<file path="src/rtl/rxFifoPkg.sv">
package rxFifoPkg;
  localparam int NUM_BANKS = 2;

  // Strobes from the control module to the bank storage
  typedef struct packed {
    logic wrEn;     // write one byte into the fill bank
    logic wrBank;   // bank being filled
    logic rdBank;   // bank owned by the CPU side
    logic rdValid;  // read position holds valid data
  } fifoStrb_t;
endpackage

</file>
<file path="src/rtl/rxFifoData.sv">
module rxFifoData
  import rxFifoPkg::*;
#(
  parameter int MAX_PKT = 64,
  parameter int DW      = 8,
  parameter int AW      = $clog2(MAX_PKT)
) (
  input  logic          clk,
  input  logic          rstN,
  input  fifoStrb_t     strb,
  input  logic [AW-1:0] wrAddr,
  input  logic [DW-1:0] wrData,
  input  logic [AW-1:0] rdAddr,
  output logic [DW-1:0] rdData
);
  logic [DW-1:0] bankOut [NUM_BANKS];

  for (genvar b = 0; b < NUM_BANKS; b++) begin : gBank
    logic [DW-1:0] mem [MAX_PKT];
    always_ff @(posedge clk) begin
      if (strb.wrEn && (strb.wrBank == 1'(b)))
        mem[wrAddr] <= wrData;
    end
    assign bankOut[b] = mem[rdAddr];
  end

  assign rdData = strb.rdValid ? bankOut[strb.rdBank] : '0;

  // an invalid read position never exposes stored data
  assert_rd_zero_R5: assert property (@(posedge clk) disable iff (!rstN)
    !strb.rdValid |-> (rdData == '0));
endmodule

</file>
<file path="src/rtl/rxFifoCtrl.sv">
module rxFifoCtrl
  import rxFifoPkg::*;
#(
  parameter int MAX_PKT = 64,
  parameter int AW      = $clog2(MAX_PKT),
  parameter int CW      = $clog2(MAX_PKT + 1)
) (
  input  logic          clk,
  input  logic          rstN,
  input  logic          usbValid,
  input  logic          usbEop,
  output logic          usbBusy,
  input  logic          cpuRdEn,
  input  logic          cpuTrig,
  input  logic          cpuClr,
  output logic [CW-1:0] rxSize,
  output logic          dataReady,
  output logic          overreadErr,
  output fifoStrb_t     strb,
  output logic [AW-1:0] wrAddr,
  output logic [AW-1:0] rdAddr
);
  localparam logic [CW-1:0] CNT_MAX = CW'(MAX_PKT);

  logic [NUM_BANKS-1:0] bankFull;
  logic [CW-1:0]        bankCnt [NUM_BANKS];
  logic                 wrBank, rdBank, usbActive, overErr;
  logic [CW-1:0]        wrCnt, rdPtr;

  logic          acceptByte, acceptEop, curFull, rdOk, doTrig;
  logic [CW-1:0] curCnt, closeCnt;

  always_comb begin
    usbBusy    = bankFull[wrBank];
    acceptByte = usbValid && !usbBusy && (wrCnt < CNT_MAX);
    acceptEop  = usbEop && !usbBusy;
    closeCnt   = wrCnt + CW'(acceptByte);
    curFull    = bankFull[rdBank];
    curCnt     = bankCnt[rdBank];
    rdOk       = curFull && (rdPtr < curCnt);
    doTrig     = cpuTrig && curFull && !cpuClr;
  end

  always_ff @(posedge clk or negedge rstN) begin
    if (!rstN) begin
      bankFull  <= '0;
      for (int b = 0; b < NUM_BANKS; b++) bankCnt[b] <= '0;
      wrBank    <= 1'b0;
      rdBank    <= 1'b0;
      usbActive <= 1'b0;
      overErr   <= 1'b0;
      wrCnt     <= '0;
      rdPtr     <= '0;
    end else begin
      // CPU side first; the USB event below overrides on its own bank
      if (cpuClr) begin
        bankFull <= '0;
        for (int b = 0; b < NUM_BANKS; b++) bankCnt[b] <= '0;
        rdBank   <= wrBank;
        rdPtr    <= '0;
        overErr  <= 1'b0;
      end else begin
        if (doTrig) begin
          bankFull[rdBank] <= 1'b0;
          rdBank           <= ~rdBank;
          rdPtr            <= '0;
        end else if (cpuRdEn && rdOk) begin
          rdPtr <= rdPtr + 1'b1;
        end
        if (cpuRdEn && !rdOk && !doTrig) overErr <= 1'b1;
      end

      if (acceptByte) begin
        wrCnt     <= wrCnt + 1'b1;
        usbActive <= 1'b1;
      end
      if (acceptEop) begin
        bankFull[wrBank] <= 1'b1;
        bankCnt[wrBank]  <= closeCnt;
        wrBank           <= ~wrBank;
        wrCnt            <= '0;
        usbActive        <= 1'b0;
      end
    end
  end

  always_comb begin
    strb.wrEn    = acceptByte;
    strb.wrBank  = wrBank;
    strb.rdBank  = rdBank;
    strb.rdValid = rdOk;
    wrAddr       = wrCnt[AW-1:0];
    rdAddr       = rdPtr[AW-1:0];
    rxSize       = curFull ? curCnt : '0;
    dataReady    = curFull;
    overreadErr  = overErr;
  end

  // no byte is stored while the fill bank is still occupied
  assert_no_write_busy_R8: assert property (@(posedge clk) disable iff (!rstN)
    usbBusy |-> !strb.wrEn);
  // the fill position never passes one bank
  assert_no_overflow_R2: assert property (@(posedge clk) disable iff (!rstN)
    wrCnt <= CNT_MAX);
  // a rejected read leaves the read position unchanged
  assert_ptr_hold_R5: assert property (@(posedge clk) disable iff (!rstN)
    (cpuRdEn && !rdOk && !cpuTrig && !cpuClr) |=> $stable(rdPtr));
  // the error flag is sticky until a clear
  assert_err_sticky_R5: assert property (@(posedge clk) disable iff (!rstN)
    (overErr && !cpuClr) |=> overErr);
  // a trigger on a ready bank switches the CPU side
  assert_trig_swap_R6: assert property (@(posedge clk) disable iff (!rstN)
    (cpuTrig && curFull && !cpuClr) |=> (rdBank != $past(rdBank)) && (rdPtr == '0));
  // a clear leaves a partly received packet in progress
  assert_clr_keeps_fill_R9: assert property (@(posedge clk) disable iff (!rstN)
    (cpuClr && usbActive && !usbEop) |=> usbActive && (wrCnt >= $past(wrCnt)));
endmodule

</file>
<file path="src/rtl/rxPingPongFifo.sv">
module rxPingPongFifo
  import rxFifoPkg::*;
#(
  parameter int MAX_PKT = 64,
  parameter int DW      = 8,
  localparam int AW     = $clog2(MAX_PKT),
  localparam int CW     = $clog2(MAX_PKT + 1)
) (
  input  logic          clk,
  input  logic          rstN,
  input  logic          usbValid,
  input  logic [DW-1:0] usbData,
  input  logic          usbEop,
  output logic          usbBusy,
  input  logic          cpuRdEn,
  output logic [DW-1:0] cpuRdData,
  input  logic          cpuTrig,
  input  logic          cpuClr,
  output logic [CW-1:0] rxSize,
  output logic          dataReady,
  output logic          overreadErr
);
  fifoStrb_t     strb;
  logic [AW-1:0] wrAddr, rdAddr;

  rxFifoCtrl #(.MAX_PKT(MAX_PKT), .AW(AW), .CW(CW)) uCtrl (
    .clk(clk), .rstN(rstN),
    .usbValid(usbValid), .usbEop(usbEop), .usbBusy(usbBusy),
    .cpuRdEn(cpuRdEn), .cpuTrig(cpuTrig), .cpuClr(cpuClr),
    .rxSize(rxSize), .dataReady(dataReady), .overreadErr(overreadErr),
    .strb(strb), .wrAddr(wrAddr), .rdAddr(rdAddr)
  );

  rxFifoData #(.MAX_PKT(MAX_PKT), .DW(DW), .AW(AW)) uData (
    .clk(clk), .rstN(rstN), .strb(strb),
    .wrAddr(wrAddr), .wrData(usbData),
    .rdAddr(rdAddr), .rdData(cpuRdData)
  );

  // no size is shown without a ready packet
  assert_size_gated_R10: assert property (@(posedge clk) disable iff (!rstN)
    !dataReady |-> (rxSize == '0));
endmodule

</file>
<file path="config.mk">
export PLATFORM = sky130hd
export DESIGN_NAME = rxPingPongFifo
export DESIGN_NICKNAME = d
export VERILOG_FILES = /design/src/rtl/rxFifoPkg.sv /design/src/rtl/rxFifoData.sv /design/src/rtl/rxFifoCtrl.sv /design/src/rtl/rxPingPongFifo.sv
export SDC_FILE = /design/constraint.sdc
export NUM_CORES = 1
export LEC_CHECK = 0
export BUFFER_PORTS_ARGS = -buffer_cell sky130_fd_sc_hd__buf_2
export CORE_UTILIZATION = 41
export DETAILED_ROUTE_END_ITERATION = 16
export HOLD_SLACK_MARGIN = 0.06
export SYNTH_ARGS = -nofsm -noshare
export SYNTH_HDL_FRONTEND = slang
export SYNTH_SLANG_ARGS = --single-unit
</file>
<file path="constraint.sdc">
create_clock -name clk -period 3.7 [get_ports clk]
set_input_delay 1.11 -clock clk [delete_from_list [all_inputs] [get_ports clk]]
set_output_delay 1.11 -clock clk [all_outputs]
set_load 0.005 [all_outputs]
</file>
==> impl_metrics.env <==
export IMPL_outcome="finished, violations left"
export IMPL_violations="negative setup slack"
export IMPL_required_ns=2.59
export IMPL_cts_sinks=1057
export IMPL_final_cell_mix="edfxtp_1 (1024), buf_4 (325), mux4_2 (200)"
export IMPL_crit_buf_inv=3
export IMPL_max_freq_mhz=217
export IMPL_drt_initial_drc_count=2353
export IMPL_r2r_start="uCtrl.wrCnt[2]"
export IMPL_die_area_um2=103000
export IMPL_yosysTopAreaCellShare=0.734
export IMPL_worstReg2RegEnd="uData.gBank[0].mem[52][3]"
export IMPL_arrival_ns=3.50
export IMPL_layout_commonest_cell="edfxtp_1"
export IMPL_design_core_area_um2=101000
export IMPL_first_global_vias=23200
export IMPL_regToRegSetupSlack_ns=0.89
export IMPL_ir_drop_mv=0.363
export IMPL_worstSkewPairLatency_ns=0.69
export IMPL_hold_viol=0
export IMPL_crit_type="reg -> out"
export IMPL_hpwl_um=70700
export IMPL_cp_max_fo=7
export IMPL_holdWs_ns=0.491
export IMPL_cp_cell_sequence="mux2i_2, ha_1, a21o_1, a211oi_2, buf_4, nand4_1, buf_6, a31oi_1, o211ai_1, o31ai_2, buf_2"
export IMPL_firstDrtPassIters=5
export IMPL_async_flop_share=0.0312
export IMPL_yosys_top_cells_area="edfxtp_1 (73%), mux4_2 (11%), mux2i_1 (2.6%)"
export IMPL_place_gp_congestion=0.868
export IMPL_finalWirelength_um=110000
export IMPL_tritoncts="built"
export IMPL_route_vias_total=22800
export IMPL_setup_viol=8
export IMPL_regArea_um2=31600
export IMPL_cts_buffers=105
export IMPL_grt_max_degree=81
export IMPL_syn_inst=2170
export IMPL_io_pins=33
export IMPL_avgSynthCellArea_um2=19.3
export IMPL_syn_area_um2=41900
export IMPL_hp_class="in -> async"
export IMPL_tightest_slew_ns=0.906
export IMPL_cts_buffer_depth=3
export IMPL_drive_gt1_frac=0.338
export IMPL_ctsRootBufferMaster="clkbuf_16"
export IMPL_synth_distinct_cells=58
export IMPL_synth_seq_cells=1057
export IMPL_grt_pass1_wl_um=159000
export IMPL_synth_main_ff_cell="edfxtp_1"
export IMPL_multi_input_area_um2=10100
export IMPL_finalCoreUtilization=0.503
export IMPL_ys_seq_area_frac=0.754
export IMPL_power_leakage_nw=16.1
export IMPL_fin_cells=4011
export IMPL_syn_nets=2195
export IMPL_io_buffers=32
export IMPL_path_delay_family="compound AO/OA/AOI/OAI gates"
export IMPL_relSlewSlack=0.394
export IMPL_antenna_found_initial=1
export IMPL_grt_total_usage=0.214
export IMPL_clk_pin_slew_worst_paths_ns=0.06
export IMPL_pre_cts_ws_ns=-0.430
export IMPL_drcViolationCount=0
export IMPL_rows=116
export IMPL_viasPerCell=5.69
export IMPL_final_nets=2587
export IMPL_startpoint_type="flip-flop"
export IMPL_fin_ws_ns=-0.907
export IMPL_fin_crit_ns=4.61
export IMPL_yosysTopAreaCell="edfxtp_1"
export IMPL_synth_edf_count=1024
export IMPL_cpPeakStageDelay_ns=0.49
export IMPL_wire_per_inst_um=27.5
export IMPL_power_density_cell_area_nw_per_um2=523
export IMPL_yosys_warnings=0
export IMPL_cts_htree_levels=3
export IMPL_finalClockSkew_ns=0.0388
export IMPL_drv_cap=0
export IMPL_endpoint_kind="output pin"
export IMPL_fin_crit_sh=1.25
export IMPL_syn_to_final_growth_pct=20.7
export IMPL_dpl_cell_count=3778
export IMPL_ant_nets=0
export IMPL_slowest_stage="dfrtp_2"
export IMPL_dieWidth_um=322
export IMPL_nFillCells=8052
export IMPL_die_height_um=322
export IMPL_n_antenna_cell=0
export IMPL_worstRegToRegCells=5
export IMPL_start_util=0.416
export IMPL_gr_total_overflow=0
export IMPL_cts_hold_buffers=0
export IMPL_drv_slew=0
export IMPL_rsz0062_at_grt="yes"
==> repair_timing <==
action	4_1_cts	5_1_grt
cloned	8	0
gates resized for setup	144	4
pin swaps	35	6
setup endpoints to repair	8	8
setup buffers	30	0
==> per-stage QoR <==
| stage | TNS (ns) | power [W] | cell area (um2) |
|---|---|---|---|
| floorplan | 0 | 0.0148 | 41900 |
| global placement | -2.91 | 0.0160 | 46100 |
| detailed placement | -2.84 | 0.0160 | 46100 |
| CTS | -6.67 | 0.0266 | 50500 |
| global route | -7.48 | 0.0272 | 50500 |
| finish | -6.71 | 0.0264 | 50500 |
==> kinds of logic after synthesis <==
group,count (synthesis),synth area share
multiplexers,340,0.142
AND/OR/NAND/NOR,396,0.0446
buffers and inverters,144,0.0187
AO/OA/AOI/OAI,209,0.0348
flip-flops,1057,0.754
adder cells (fa/ha/maj),10,0.00299
XOR/XNOR,14,0.00293
==> where the power goes <==
group,switching [W],internal [W]
sequential,0.000100,0.0133
clock,0.00451,0.00576
combinational,0.00158,0.00123
==> worst max path at each step <==
| stage | startpoint | endpoint | cells after the start |
|---|---|---|---|
| after CTS | uCtrl.rdPtr[0] | cpuRdData[5] | 10 |
| final | uCtrl.rdBank | cpuRdData[4] | 11 |
| after floorplan | uCtrl.rdBank | cpuRdData[1] | 10 |
| after global placement | uCtrl.rdPtr[0] | cpuRdData[5] | 10 |
| after global routing | uCtrl.rdBank | cpuRdData[4] | 11 |
| after detailed placement | uCtrl.rdPtr[0] | cpuRdData[4] | 10 |
==> cell usage after synthesis (4+ instances only) <==
| master | count |
|---|---|
| edfxtp_1 | 1024 |
| mux4_2 | 200 |
| nor2_1 | 187 |
| mux2i_1 | 107 |
| nand2_1 | 61 |
| clkbuf_1 | 58 |
| o22ai_1 | 40 |
| dfrtp_1 | 33 |
| mux2_2 | 33 |
| nand3_1 | 28 |
| o21ai_0 | 28 |
| buf_2 | 26 |
| a22oi_1 | 24 |
| nand3b_1 | 22 |
| a211oi_1 | 21 |
| a21oi_1 | 20 |
| buf_6 | 18 |
| buf_4 | 17 |
| nor2b_1 | 17 |
| inv_1 | 16 |
| a2111oi_0 | 15 |
| nor3_1 | 15 |
| nand4_1 | 13 |
| o211ai_1 | 13 |
| o221ai_1 | 11 |
| ha_1 | 10 |
| nor4_1 | 10 |
| or2_2 | 9 |
| a221oi_1 | 7 |
| a31oi_1 | 7 |
| and3_1 | 7 |
| buf_1 | 7 |
| xnor2_1 | 7 |
| xor2_1 | 7 |
| nand2b_1 | 6 |
| or3_1 | 5 |
| or3b_2 | 5 |
| o32ai_1 | 4 |
==> final cells by class <==
type / instances / area share
Timing Repair Buffer: 412 / 0.0752
Tap cell: 1357 / 0.0336
Clock inverter: 65 / 0.0111
Inverter: 17 / 0.00126
Sequential cell: 1057 / 0.625
Multi-Input combinational cell: 969 / 0.199
Clock buffer: 134 / 0.0550
==> metal layers <==
layer	track usage	share of wire	vias to the layer above
met5	0	0	-
met4	0.0734	0.032	0
met3	0.0434	0.079	192
met2	0.336	0.47	1000
met1	0.300	0.42	12000
li1	-	-	9661
==> flip-flops by register name, summed over array words and instances (netlist names) <==
| name | count |
|---|---|
| uCtrl.wrCnt | 7 |
| uCtrl.rdBank | 1 |
| uCtrl.wrBank | 1 |
| uCtrl.bankCnt | 14 |
| uCtrl.bankFull | 2 |
| uCtrl.rdPtr | 7 |
| uCtrl.overreadErr | 1 |
| uData.gBank.mem | 1024 |
Note: power is estimated with default switching activity, not from simulation.
